**config.mk**
```make
export PLATFORM = sky130hd
export DESIGN_NAME = smb_ctl_regs
export DESIGN_NICKNAME = d
export VERILOG_FILES = /design/src/rtl/smb_pkg.sv /design/src/rtl/smb_edge_det.sv /design/src/rtl/smb_regbank.sv /design/src/rtl/smb_proto.sv /design/src/rtl/smb_ctl_regs.sv
export SDC_FILE = /design/constraint.sdc
export NUM_CORES = 1
export LEC_CHECK = 0
export ABC_AREA = 1
export BUFFER_PORTS_ARGS = -buffer_cell sky130_fd_sc_hd__clkbuf_2
export CAP_MARGIN = 0
export CORE_ASPECT_RATIO = 1.25
export CORE_MARGIN = 4
export CORE_UTILIZATION = 38
export DETAILED_ROUTE_END_ITERATION = 6
export GPL_TIMING_DRIVEN = 0
export PLACE_DENSITY_LB_ADDON = 0.15
export SKIP_LAST_GASP = 1
export SLEW_MARGIN = 20
export SYNTH_ARGS = -nofsm -noshare
export SYNTH_HDL_FRONTEND = slang
export SYNTH_SLANG_ARGS = --single-unit
```
**constraint.sdc**
```tcl
create_clock -name clk -period 2.48 [get_ports clk]
set_input_delay 0.62 -clock clk [delete_from_list [all_inputs] [get_ports clk]]
set_output_delay 0.62 -clock clk [all_outputs]
set_load 0.005 [all_outputs]
```
**src/rtl/smb_pkg.sv**
```systemverilog
`timescale 1ns/1ps
package smb_pkg;

  typedef enum logic [2:0] {
    S_IDLE,
    S_ADDR,
    S_CMD,
    S_WDAT,
    S_ACK,
    S_TX,
    S_MACK
  } smb_state_t;

  // power-up value of each control register
  function automatic logic [7:0] reg_default(input int idx);
    case (idx)
      0:       return 8'hFF;
      1:       return 8'hFE;
      2:       return 8'hFF;
      default: return 8'h00;
    endcase
  endfunction

endpackage

```
**src/rtl/smb_edge_det.sv**
```systemverilog
`timescale 1ns/1ps
module smb_edge_det #(
  parameter int SYNC_STAGES = 2
) (
  input  logic clk,
  input  logic rst,
  input  logic scl_i,
  input  logic sda_i,
  output logic sda_s,
  output logic scl_rise,
  output logic scl_fall,
  output logic start_det,
  output logic stop_det
);

  logic [SYNC_STAGES-1:0] scl_pipe, sda_pipe;
  logic scl_d, sda_d, scl_s;

  always_ff @(posedge clk) begin
    if (rst) begin
      scl_pipe <= '1;
      sda_pipe <= '1;
      scl_d    <= 1'b1;
      sda_d    <= 1'b1;
    end else begin
      scl_pipe <= {scl_pipe[SYNC_STAGES-2:0], scl_i};
      sda_pipe <= {sda_pipe[SYNC_STAGES-2:0], sda_i};
      scl_d    <= scl_pipe[SYNC_STAGES-1];
      sda_d    <= sda_pipe[SYNC_STAGES-1];
    end
  end

  assign scl_s     = scl_pipe[SYNC_STAGES-1];
  assign sda_s     = sda_pipe[SYNC_STAGES-1];
  assign scl_rise  = scl_s & ~scl_d;
  assign scl_fall  = ~scl_s & scl_d;
  assign start_det = scl_s & scl_d & sda_d & ~sda_s;
  assign stop_det  = scl_s & scl_d & ~sda_d & sda_s;

endmodule

```
**src/rtl/smb_regbank.sv**
```systemverilog
`timescale 1ns/1ps
module smb_regbank
  import smb_pkg::*;
#(
  parameter int NUM_REGS = 4,
  parameter int PTR_W    = 7
) (
  input  logic                  clk,
  input  logic                  rst,
  input  logic                  we,
  input  logic [PTR_W-1:0]      waddr,
  input  logic [7:0]            wdata,
  input  logic [PTR_W-1:0]      raddr,
  output logic [7:0]            rdata,
  output logic [NUM_REGS*8-1:0] q
);

  logic [7:0] regs [NUM_REGS];

  for (genvar g = 0; g < NUM_REGS; g++) begin : g_reg
    always_ff @(posedge clk) begin
      if (rst)
        regs[g] <= reg_default(g);
      else if (we && waddr == PTR_W'(g))
        regs[g] <= wdata;
    end
    assign q[g*8 +: 8] = regs[g];

    // the first cycle after reset shows the power-up value
    p_default_r2: assert property (@(posedge clk) disable iff (rst)
      $past(rst) |-> regs[g] == reg_default(g));
  end

  always_comb begin
    rdata = 8'h00;
    for (int k = 0; k < NUM_REGS; k++)
      if (raddr == PTR_W'(k)) rdata = regs[k];
  end

endmodule

```
**src/rtl/smb_proto.sv**
```systemverilog
`timescale 1ns/1ps
module smb_proto
  import smb_pkg::*;
#(
  parameter int         NUM_REGS = 4,
  parameter int         PTR_W    = 7,
  parameter logic [6:0] DEV_ADDR = 7'h69
) (
  input  logic             clk,
  input  logic             rst,
  input  logic             sda_s,
  input  logic             scl_rise,
  input  logic             scl_fall,
  input  logic             start_det,
  input  logic             stop_det,
  input  logic [7:0]       rdata,
  output logic [PTR_W-1:0] raddr,
  output logic             we,
  output logic [PTR_W-1:0] waddr,
  output logic [7:0]       wdata,
  output logic             sda_oe
);

  localparam logic [7:0] COUNT_BYTE = 8'(NUM_REGS);

  smb_state_t       st, ack_next;
  logic [3:0]       cnt;
  logic [7:0]       sh, tx, left;
  logic             blk, need_count, byte_done, cnt_sent, mack;
  logic [PTR_W-1:0] ptr;
  logic [7:0]       next_tx;
  logic             load_now;

  assign raddr   = ptr;
  assign next_tx = (blk && !cnt_sent) ? COUNT_BYTE : rdata;
  assign load_now = scl_fall && !start_det && !stop_det &&
                    ((st == S_ACK && ack_next == S_TX) || (st == S_MACK && mack));

  always_ff @(posedge clk) begin
    if (rst) begin
      st         <= S_IDLE;
      ack_next   <= S_IDLE;
      cnt        <= '0;
      sh         <= '0;
      tx         <= '0;
      left       <= '0;
      blk        <= 1'b0;
      need_count <= 1'b0;
      byte_done  <= 1'b0;
      cnt_sent   <= 1'b0;
      mack       <= 1'b0;
      ptr        <= '0;
      we         <= 1'b0;
      waddr      <= '0;
      wdata      <= '0;
      sda_oe     <= 1'b0;
    end else begin
      we <= 1'b0;
      if (start_det) begin
        st     <= S_ADDR;
        cnt    <= '0;
        sda_oe <= 1'b0;
      end else if (stop_det) begin
        st     <= S_IDLE;
        cnt    <= '0;
        sda_oe <= 1'b0;
      end else begin
        case (st)
          S_ADDR, S_CMD, S_WDAT: begin
            if (scl_rise && cnt < 4'd8) begin
              sh  <= {sh[6:0], sda_s};
              cnt <= cnt + 4'd1;
            end
            if (scl_fall && cnt == 4'd8) begin
              cnt <= '0;
              st  <= S_ACK;
              if (st == S_ADDR) begin
                if (sh[7:1] == DEV_ADDR) begin
                  sda_oe   <= 1'b1;
                  ack_next <= sh[0] ? S_TX : S_CMD;
                end else begin
                  sda_oe   <= 1'b0;
                  ack_next <= S_IDLE;
                end
              end else if (st == S_CMD) begin
                blk        <= ~sh[7];
                ptr        <= sh[7] ? sh[6:0] : '0;
                need_count <= ~sh[7];
                byte_done  <= 1'b0;
                cnt_sent   <= 1'b0;
                sda_oe     <= 1'b1;
                ack_next   <= S_WDAT;
              end else if (need_count) begin
                left       <= sh;
                need_count <= 1'b0;
                sda_oe     <= 1'b1;
                ack_next   <= S_WDAT;
              end else if (blk ? (left != 8'd0) : !byte_done) begin
                we        <= ({1'b0, ptr} < {1'b0, PTR_W'(NUM_REGS)});
                waddr     <= ptr;
                wdata     <= sh;
                ptr       <= ptr + 1'b1;
                left      <= blk ? left - 8'd1 : left;
                byte_done <= 1'b1;
                sda_oe    <= 1'b1;
                ack_next  <= S_WDAT;
              end else begin
                sda_oe   <= 1'b0;
                ack_next <= S_IDLE;
              end
            end
          end
          S_ACK: begin
            if (scl_fall) begin
              sda_oe <= 1'b0;
              st     <= ack_next;
              cnt    <= '0;
            end
          end
          S_TX: begin
            if (scl_fall) begin
              if (cnt == 4'd7) begin
                sda_oe <= 1'b0;
                st     <= S_MACK;
                cnt    <= '0;
              end else begin
                tx     <= {tx[6:0], 1'b0};
                sda_oe <= ~tx[6];
                cnt    <= cnt + 4'd1;
              end
            end
          end
          S_MACK: begin
            if (scl_rise) mack <= ~sda_s;
            if (scl_fall && !mack) begin
              st     <= S_IDLE;
              sda_oe <= 1'b0;
            end
          end
          default: st <= S_IDLE;
        endcase
        if (load_now) begin
          st     <= S_TX;
          tx     <= next_tx;
          sda_oe <= ~next_tx[7];
          cnt    <= '0;
          if (blk && !cnt_sent) cnt_sent <= 1'b1;
          else                  ptr      <= ptr + 1'b1;
        end
      end
    end
  end

  // the drive only moves after an SCL fall, a start or a stop
  p_oe_quiet_r10: assert property (@(posedge clk) disable iff (rst)
    (!$past(scl_fall) && !$past(start_det) && !$past(stop_det)) |-> $stable(sda_oe));

  // the line is free one cycle after a stop
  p_release_stop_r8: assert property (@(posedge clk) disable iff (rst)
    stop_det |=> !sda_oe);

  // a register write follows directly on an SCL fall
  p_write_on_fall_r9: assert property (@(posedge clk) disable iff (rst)
    we |-> $past(scl_fall));

  // every stored byte is acknowledged
  p_write_acked_r5: assert property (@(posedge clk) disable iff (rst)
    we |-> sda_oe);

endmodule

```
**src/rtl/smb_ctl_regs.sv**
```systemverilog
`timescale 1ns/1ps
module smb_ctl_regs #(
  parameter int         NUM_REGS    = 4,
  parameter int         SYNC_STAGES = 2,
  parameter logic [6:0] DEV_ADDR    = 7'h69
) (
  input  logic                  clk,
  input  logic                  rst,
  input  logic                  scl_i,
  input  logic                  sda_i,
  output logic                  sda_oe,
  output logic [NUM_REGS*8-1:0] reg_q
);

  localparam int PTR_W = 7;

  logic             sda_s, scl_rise, scl_fall, start_det, stop_det;
  logic             we;
  logic [PTR_W-1:0] waddr, raddr;
  logic [7:0]       wdata, rdata;

  smb_edge_det #(.SYNC_STAGES(SYNC_STAGES)) u_edge (
    .clk(clk), .rst(rst), .scl_i(scl_i), .sda_i(sda_i),
    .sda_s(sda_s), .scl_rise(scl_rise), .scl_fall(scl_fall),
    .start_det(start_det), .stop_det(stop_det)
  );

  smb_proto #(.NUM_REGS(NUM_REGS), .PTR_W(PTR_W), .DEV_ADDR(DEV_ADDR)) u_proto (
    .clk(clk), .rst(rst), .sda_s(sda_s), .scl_rise(scl_rise),
    .scl_fall(scl_fall), .start_det(start_det), .stop_det(stop_det),
    .rdata(rdata), .raddr(raddr), .we(we), .waddr(waddr),
    .wdata(wdata), .sda_oe(sda_oe)
  );

  smb_regbank #(.NUM_REGS(NUM_REGS), .PTR_W(PTR_W)) u_bank (
    .clk(clk), .rst(rst), .we(we), .waddr(waddr), .wdata(wdata),
    .raddr(raddr), .rdata(rdata), .q(reg_q)
  );

endmodule

```
# == Word-level counts from Yosys, hierarchy flattened ==
# Memory sizes are Yosys's and may differ from the RTL's.
# Index checks and enable logic that the tools add are counted.
# classes
n_addsub,3
eq_ne,34
n_reduce_logical,48
bitwise,26
order_cmp,2
n_mux,83
# ops
cell,n
8-bit 2-to-1 mux,12
7-bit 2-to-1 mux,13
1-bit 2-to-1 mux,38
3-bit 2-to-1 mux,11
5-bit AND reduction,6
"7-bit by 2-bit == test with 1-bit output, second input constant",4
4-bit 2-to-1 mux,5
"5-bit by 1-bit inequality test with 1-bit output, second input constant",4
4-bit AND reduction,4
8-bit AND reduction,2
"3-bit by 1-bit inequality test with 1-bit output, second input constant",5
1-bit inverter,15
"7-bit by 1-bit == test with 1-bit output, second input constant",2
7-bit logical NOT,2
1-bit logical AND,13
"3-bit == test, second input constant",4
3-bit one-hot mux with 4 select lines,1
4-bit one-hot mux with 3 select lines,1
"2-bit by 1-bit inequality test with 1-bit output, second input constant",5
2-bit nonzero test,5
9-bit OR reduction,1
8-bit nonzero test,1
"8-bit by 1-bit subtractor with 8-bit output, second input constant",1
"7-bit by 1-bit adder with 7-bit output, second input constant",1
other kinds (24),40
# totals
wordCells,219
memories,1
reg_bits,68
ramBits,32
in_bits,4
# mem_list
name,words,width,read_ports,rd_ports_with_merged_regs,write_ports,line,text
u_bank.regs,4,8,4,0,4,smb_regbank.sv:18,logic [7:0] regs [NUM_REGS];

# == Depth between registers and ports, before layout ==
# Gate-level depths: netlist of run 1.
# logic_depth
ltp_word,10
ltp_mapped,13
mapped_depth_nobuf,13

# == Hierarchy ==
# A second synthesis of run 1 with hierarchy kept.
# unflattened
hier_cells,671
area_unflattened_um2,5074.9
# by_module_without_submodules
module,seq_area_each_um2,n_inst,area_per_inst_um2,cells_per_inst
smb_proto,1241.2,1,3259.4,487
smb_regbank,960.9,1,1617.8,160
smb_edge_det,120.1,1,197.7,24

# == Least setup slack after synthesis of run 1 ==
# No wires, ideal clock.
# synth_path
path_type,input port to flip-flop
startpoint,input rst
endpoint,memory u_bank.regs[0][0] (enable)
setup_ps,302
stages,5
t_arrival_ps,1588
required_ps,2178
setup_slack_ps,591
n_path_buf,3
cell_sequence,clkbuf_1 -> inv_1 -> clkbuf_1 -> clkbuf_1 -> nand2_1
# synth_lines
item,line,text
from (decl),smb_ctl_regs.sv:8,"input logic rst,"
to (decl),smb_regbank.sv:18,

# == Final worst setup path of run 1 ==
# layout_path
startpoint,"register u_proto.ptr[0], in the netlist u_proto.raddr[0]"
endpoint,register u_proto.tx[5]
# layout_between
elab_chain_cells,7
# layout_lines
item,line,text
from (decl),smb_proto.sv:30,logic [PTR_W-1:0] ptr;
from (signal assigned),smb_proto.sv:87,ptr <= sh[7] ? sh[6:0] : '0;
from (signal assigned),smb_proto.sv:102,ptr <= ptr + 1'b1;
from (signal assigned),smb_proto.sv:148,else ptr <= ptr + 1'b1;
7-bit logical NOT,smb_regbank.sv:37,if (raddr == PTR_W'(k)) rdata = regs[k];
8-bit 2-to-1 mux (3 in a row),smb_regbank.sv:37,
8-bit 2-to-1 mux (*),smb_regbank.sv:37,
8-bit 2-to-1 mux (*),smb_proto.sv:35,assign next_tx = (blk && !cnt_sent) ? COUNT_BYTE : rdata;
7-bit 2-to-1 mux (*),smb_proto.sv:142,if (load_now) begin
to (signal assigned),smb_proto.sv:127,"tx <= {tx[6:0], 1'b0};"
to (signal assigned),smb_proto.sv:144,tx <= next_tx;
to (decl),smb_proto.sv:28,"logic [7:0] sh, tx, left;"
# Every way passes the cells marked *; elsewhere a longest branch is shown, timed or not.
# A chain may end at the register's enable or synchronous reset.

==> metrics.md, run 1 <==
| Metric | Value |
|---|---|
| Worst Path Max Fanout | `9` |
| Reg2Reg Depth | `7` |
| Register area share after synthesis | `0.473` |
| Final Hold Violating Endpoints | `0` |
| Fmax | `458 MHz` |
| CP bufs+invs | `1` |
| Fin crit period | `2.18 ns` |
| H-tree depth | `3` |
| Period utilization | `0.880` |
| Cells after synthesis | `640` |
| Post-Route Utilization | `0.443` |
| Diodes inserted | `0` |
| Internal | `2.80 mW` |
| Slew @ Worst Pin | `0.638 ns` |
| Post-CTS Setup Inserts | `0` |
| Power Dens Cells | `702 nW/µm²` |
| Post-Syn Nets | `651` |
| Mean post-synth cell area | `7.67 µm²` |
| Syn Std Cell Area | `4910 µm²` |
| Register-to-register setup slack | `0.30 ns` |
| Worst path slowest cell | `nor2_1` |
| Clk Latency, worst-skew pair | `0.35 ns` |
| Number of detailed-route iterations in the first pass | `5` |
| Min Hold Slack | `0.411 ns` |
| Buffers on Ports | `35` |
| Die X-Extent | `110 µm` |
| Area Overhead vs Synth | `14.4%` |
| CTS tree | `done` |
| Simple-gate area share of the yosys netlist | `0.250` |
| Layout cell share with drive strength beyond 1 | `0.127` |
| Mux contribution to synthesized area | `0` |
| Clock power frac | `0.389` |
| Initial antenna violation count | `0` |
| Core Footprint | `12,700 µm²` |
| First-pass GRT wire length | `20.9 mm` |
| Via density | `5.08` |
| HP Start | `u_edge.sda_pipe[0]` |
| Initial DRC Count | `295` |
| Total global-route track usage | `0.183` |
| Initial core utilization | `0.388` |
| Worst Setup Start Kind | `register` |
| Net Sw Frac | `0.288` |
| DRT antenna net count | `0` |
| MaxCap Viol Count | `0` |
| Top cells by area, synth | `dfxtp_1 (28%), edfxtp_1 (20%), nand2_1 (11%)` |
| Post-DP HPWL | `10.1 mm` |
| Count of non-filler cells in the finished layout | `859` |
| Critical Path AT | `2.46 ns` |
| Clock Sinks | `100` |
| Data required time at the worst endpoint | `2.76 ns` |
| XOR/XNOR share of the synthesized area | `0.00535` |
| Final setup fails | `0` |
| Largest net degree at the start of global routing | `18` |
| Routed len/inst | `15.0 µm` |
| RD Place Congestion | `0.913` |
| Clock transition at path regs | `0.07 ns` |
| Die area | `14,800 µm²` |
| Peak supply drop | `0.417 mV` |
| Worst r2r src | `u_proto.raddr[0]` |
| Ports | `37` |
| Worst Hold Path Cells | `1` |
| Slew Viols, Final | `0` |
| Family with the most delay on the worst path | `simple AND/OR/NAND/NOR gates` |
| Yosys warning count | `0` |
| R2r endpoint | `u_proto.tx[5]` |
| Clock skew | `0.00841 ns` |
| Via Count | `4,361` |
| Inst Count DP | `843` |
| Worst min path class | `reg2reg` |
| Outcome | `finished, final reports clean` |
| Worst Hold End | `u_edge.sda_pipe[1]` |
| Static Leak | `2.26 nW` |
| Synth top area share | `0.277` |
| Hold-fix buffers, CTS | `0` |
| Die Y | `135 µm` |
| Largest family of logic cells by synthesized area | `simple AND/OR/NAND/NOR gates` |
| Final wirelength | `12.9 mm` |
| Seq cells post-synth | `100` |
| RSZ-0062 raised after global routing | `no` |
| Final #Nets | `697` |
| DP Worst Slack | `0.00263 ns` |
| Synth Area in Compound Gates | `0.175` |
| Residual DRC count | `0` |
| Library cells used by synthesis | `40` |
| Final worst slack | `0.298 ns` |
| Worst path max stage delay | `0.52 ns` |
| Adder-Cell Fraction of Synth Area | `0.0178` |
| Total CTS buffers | `9` |
| CP cell instances | `ha_1 -> clkinv_1 -> nor2_1 -> nand2_1 -> a21oi_1 -> o21bai_1 -> a21oi_1` |
| Sequential Power Share | `0.456` |
| Cell mode on critical path | `a21oi_1` |
| Multi-input logic area | `2200 µm²` |
| Path type of the worst setup path | `reg2reg` |
| P_sw | `1.14 mW` |
| Gate power share | `0.155` |
| # rows | `46` |
| Register area | `2320 µm²` |
| Number of global-route vias before repair | `4,210` |
| Cells resized by post-CTS repair | `0` |
| Clk root buf | `clkbuf_16` |
| CTS Buffer Depth | `2` |
| Total gr overflow | `0` |
| Worst slew margin relative to its limit | `0.572` |
| Fillers | `1,309` |
| Crit. End Element | `register` |
| Post-synth top area cell | `dfxtp_1` |
-- worst register-to-register path: stages, from the launching register on --
cell and delay (ns):
dfxtp_1 0.48, ha_1 0.20, clkinv_1 0.24, nor2_1 0.52
nand2_1 0.11, a21oi_1 0.29, o21bai_1 0.14, a21oi_1 0.14
-- layer usage --
metal  wire [µm]  track usage  up-vias  part of all wire
met4         473       0.0735        0             0.037
met5           0            0        -                 0
li1            -            -     2222                 -
met2        6410        0.323      103              0.50
met1        5440        0.216     2012              0.42
met3         523       0.0340       24             0.041
-- kinds of logic after synthesis --
family / after synthesis
AOI/OAI and AO/OA: 156
xor gates and xnor gates: 3
buffers and inverters: 96
DFF: 100
adders and majority gates: 7
and+or+nand+nor: 278
-- Yosys cell counts, drive strengths merged --
library cell    n
buf             7
xor2            3
o31ai           2
nor2           69
a211oi          8
a21boi          1
dfxtp          68
a31oi           1
or2             5
o211ai          1
clkbuf         10
nand4           3
ha              7
nand2         140
nor3           16
nand3          44
inv            77
clkinv          2
o21bai          5
a21oi          64
nand3b          1
edfxtp         32
o21ai          74
-- power by group through the flow --
stage / Sequential [mW] / Combinational (mW) / Clock (mW)
4_1_cts: 1.80 / 0.614 / 1.56
3_3_place_gp: 1.83 / 0.599 / 0
6_report: 1.80 / 0.611 / 1.53
2_1_floorplan: 1.82 / 0.453 / 0
3_5_place_dp: 1.84 / 0.611 / 0
5_1_grt: 1.81 / 0.700 / 1.63
-- how the worst max path moves through the flow --
| stage | cells past startpoint | startpoint | slack [ns] | to |
|---|---|---|---|---|
| 2_1_floorplan | 5 | rst | 0.59 | u_bank.regs[0][0] |
| 3_3_place_gp | 5 | rst | -0.02 | u_bank.regs[3][4] |
| 3_5_place_dp | 5 | rst | 0.003 | u_bank.regs[3][3] |
| 4_1_cts | 7 | u_proto.raddr[0] | 0.23 | u_proto.tx[5] |
| 5_1_grt | 7 | u_proto.raddr[0] | 0.07 | u_proto.tx[5] |
| 6_report | 7 | u_proto.raddr[0] | 0.30 | u_proto.tx[5] |
-- placed cells by master (no fill, tap or decap), types with 3 or more instances in the layout --
cell,n
nand2_1,138
inv_1,73
dfxtp_1,68
o21ai_0,64
a21oi_1,63
nor2_1,62
nand3_1,40
clkbuf_2,35
edfxtp_1,32
nor3_1,15
clkbuf_1,10
clkbuf_16,9
o21ai_1,8
ha_1,7
nor2_2,5
a211oi_1,5
or2_2,5
o21bai_1,5
inv_2,4
buf_2,4
nand3_2,3
xor2_1,3
a211oi_2,3
nand4_1,3
-- layout make-up --
cell class	count	area share
sequential	100	0.414
multi-input combinational	444	0.392
inverter	79	0.0530
clock buffer	9	0.0401
tap	168	0.0374
timing repair buffer	35	0.0312
clock inverter	7	0.0174
buffer	17	0.0156
-- sequential cells by signal, indices dropped and copies added (netlist names), 2 cells and up --
name / cells
u_proto.wdata: 8
u_proto.raddr: 7
u_proto.st: 3
u_proto.ack_next: 3
u_edge.scl_pipe: 2
u_proto.sh: 8
u_proto.waddr: 7
u_proto.left: 8
u_proto.tx: 7
u_edge.sda_pipe: 2
u_bank.regs: 32
u_proto.cnt: 4
-- metrics by stage --
step | power [mW] | setup TNS [ns] | area (µm²)
after CTS | 3.97 | 0 | 5620
after detailed placement | 2.45 | 0 | 5290
after global routing | 4.13 | 0 | 5620
final | 3.94 | 0 | 5620
after floorplan | 2.27 | 0 | 4910
after global placement | 2.43 | -0.157 | 5290
Note: power is estimated with default switching activity, not from simulation.
==> run 2, diff against run 1 <==
--- a/config.mk
+++ b/config.mk
@@ -8,6 +8,8 @@
 export ABC_AREA = 1
 export BUFFER_PORTS_ARGS = -buffer_cell sky130_fd_sc_hd__clkbuf_2
 export CAP_MARGIN = 0
+export CELL_PAD_IN_SITES_DETAIL_PLACEMENT = 1
+export CELL_PAD_IN_SITES_GLOBAL_PLACEMENT = 1
 export CORE_ASPECT_RATIO = 1.25
 export CORE_MARGIN = 4
 export CORE_UTILIZATION = 38
==> run 2 against run 1 <==
Critical path depth decreased by 2. Via count is 1.1% higher. Combinational power up 3.6%.
==> metrics.md, run 2 (synthesis gave the netlist of run 1 again) <==
| Metric | Value |
|---|---|
| Outcome | `finished, final reports clean` |
| Worst r2r src | `u_proto.raddr[0]` |
| Final setup fails | `0 (unchanged)` |
| Worst Setup SP | `rst` |
| Peak supply drop | `0.326 mV (-22%)` |
| Number of global-route vias before repair | `4,508 (+7.1%)` |
| Layout cell share with drive strength beyond 1 | `0.126 (-0.00145)` |
| Total negative slack | `0 ns (unchanged)` |
| Crit. End Element | `register` |
| HP Start | `u_edge.sda_pipe[0]` |
| Post-Route Utilization | `0.442 (-0.00138)` |
| Via Count | `4,407 (+1.1%)` |
| Die X-Extent | `110 µm (unchanged)` |
| DP Worst Slack | `-0.0934 ns (-0.0960 ns)` |
| Worst min path class | `reg2reg` |
| Most common cell after layout, fill and taps aside | `nand2_1` |
| Initial DRC Count | `186 (-37%)` |
| Final wirelength | `14.7 mm (+15%)` |
| Slew Viols, Final | `0 (unchanged)` |
| CTS Buffer Depth | `2 (unchanged)` |
| Worst Setup Start Kind | `input port` |
| Initial antenna violation count | `0 (unchanged)` |
| H-tree depth | `3 (unchanged)` |
| Clk root buf | `clkbuf_16` |
| Slew @ Worst Pin | `0.746 ns (+0.109 ns)` |
| Inst Count DP | `843 (unchanged)` |
| Critical Path AT | `2.16 ns (-0.30 ns)` |
| Ports | `37 (unchanged)` |
| First-pass GRT wire length | `23.5 mm (+13%)` |
| Core Footprint | `12,700 µm² (unchanged)` |
| MaxCap Viol Count | `0 (unchanged)` |
| Clock skew | `0.00897 ns (+0.000556 ns)` |
| Period utilization | `0.869 (-0.0107)` |
| Data required time at the worst endpoint | `2.49 ns (-0.27 ns)` |
| Count of non-filler cells in the finished layout | `859 (unchanged)` |
| Max FFs per register | `32 (unchanged)` |
| Dpl cell area | `5290 µm² (unchanged)` |
| RD Place Congestion | `0.898 (-1.7%)` |
| CTS tree | `done` |
| Diodes inserted | `0 (unchanged)` |
| Fin crit period | `2.16 ns (-0.0265 ns)` |
| Clock Sinks | `100 (unchanged)` |
| Area Overhead vs Synth | `14.1%` |
| Die Y | `135 µm (unchanged)` |
| Largest Register | `u_bank.regs` |
| DRT antenna net count | `0 (unchanged)` |
| Internal | `2.71 mW (-3.2%)` |
| Static Leak | `2.26 nW (about the same)` |
| Die area | `14,800 µm² (unchanged)` |
| Largest net degree at the start of global routing | `19 (+1)` |
| Fmax | `464 MHz (+1.2%)` |
| Power Dens Cells | `698 nW/µm² (-0.53%)` |
| Post-CTS Setup Inserts | `0 (unchanged)` |
| Cells resized by post-CTS repair | `0 (unchanged)` |
| Total global-route track usage | `0.207 (+0.0240)` |
| Residual DRC count | `0 (unchanged)` |
| Buffers on Ports | `35 (unchanged)` |
| Via density | `5.13 (+1.1%)` |
| Worst Path Max Fanout | `10 (+1)` |
| Number of detailed-route iterations in the first pass | `4 (-1)` |
| RSZ-0062 raised after global routing | `no` |
| Final #Nets | `697 (unchanged)` |
| Post-DP HPWL | `11.6 mm (+14%)` |
| Routed len/inst | `17.1 µm (+15%)` |
| Net Sw Frac | `0.305 (+0.0170)` |
| Fin area | `5600 µm² (-0.31%)` |
| Clk Latency, worst-skew pair | `0.34 ns (about the same)` |
| Worst slew margin relative to its limit | `0.499 (-0.0729)` |
| Clock transition at path regs | `0.07 ns (about the same)` |
| Path type of the worst setup path | `in2reg` |
| Total CTS buffers | `9 (unchanged)` |
| Most frequent cells in the layout | `nand2_1 (138), inv_1 (73), dfxtp_1 (68)` |
| Pwr Total | `3.91 mW (-0.84%)` |
| Min Hold Slack | `0.412 ns (+0.00165 ns)` |
| Final worst slack | `0.324 ns (+0.0265 ns)` |
| # rows | `46 (unchanged)` |
| Sequential Power Share | `0.461 (+0.005)` |
| Total gr overflow | `0 (unchanged)` |
| Initial core utilization | `0.388 (unchanged)` |
| Hold-fix buffers, CTS | `0 (unchanged)` |
| Clock power frac | `0.377 (-0.012)` |
| Gate power share | `0.162 (+0.007)` |
| Final Hold Violating Endpoints | `0 (unchanged)` |
| P_sw | `1.19 mW (+5.0%)` |
run 2: cell count changes in the layout (fill, tap and decap cells not counted):
cell / change
bufinv_16: -1
inv_8: +1
clkinv_2: -1
clkinvlp_4: -2
clkinv_4: +1
inv_6: +1
clkinv_1: +1
run 2: final cells by class:
cell class | instances | area (µm²)
Clock buffer | 9 | 225
Buffer | 17 | 87.6
Timing Repair Buffer | 35 | 175
Inverter | 79 | 298
Tap cell | 168 | 210
Multi-Input combinational cell | 444 | 2200
Fill cell | 1587 | 7060
Clock inverter | 7 | 80.1
Sequential cell | 100 | 2320
run 2: worst paths after layout:
kind                        endpoint  slack [ns]  depth (start not counted)
setup / recovery   u_bank.regs[0][3]        0.32                          5
hold / removal    u_edge.sda_pipe[1]        0.41                          1
setup reg to reg       u_proto.tx[6]        0.36                          7
hold reg to reg   u_edge.sda_pipe[1]        0.41                          1
run 2: worst max-delay path, cell delays in order:
cell,delay (ns)
clkbuf_1,0.19
inv_1,0.11
clkbuf_1,0.34
clkbuf_1,0.51
nand2_1,0.39
run 2: power by group through the flow:
stage | Sequential, mW | Combinational (mW) | Clock, mW
detailed placement | 1.84 | 0.628 | 0
finish | 1.80 | 0.633 | 1.47
CTS | 1.80 | 0.639 | 1.50
global route | 1.81 | 0.723 | 1.57
global placement | 1.83 | 0.609 | 0
floorplan | 1.82 | 0.453 | 0
run 2: metal layers:
metal  share of wire  GRT usage  vias to the layer above  routed length, µm
met5               0          0                        -                  0
met4           0.017     0.0624                        0                251
met3           0.028     0.0253                       14                417
met2            0.54      0.388                       70               7910
met1            0.42      0.242                     2109               6140
li1                -          -                     2214                  -
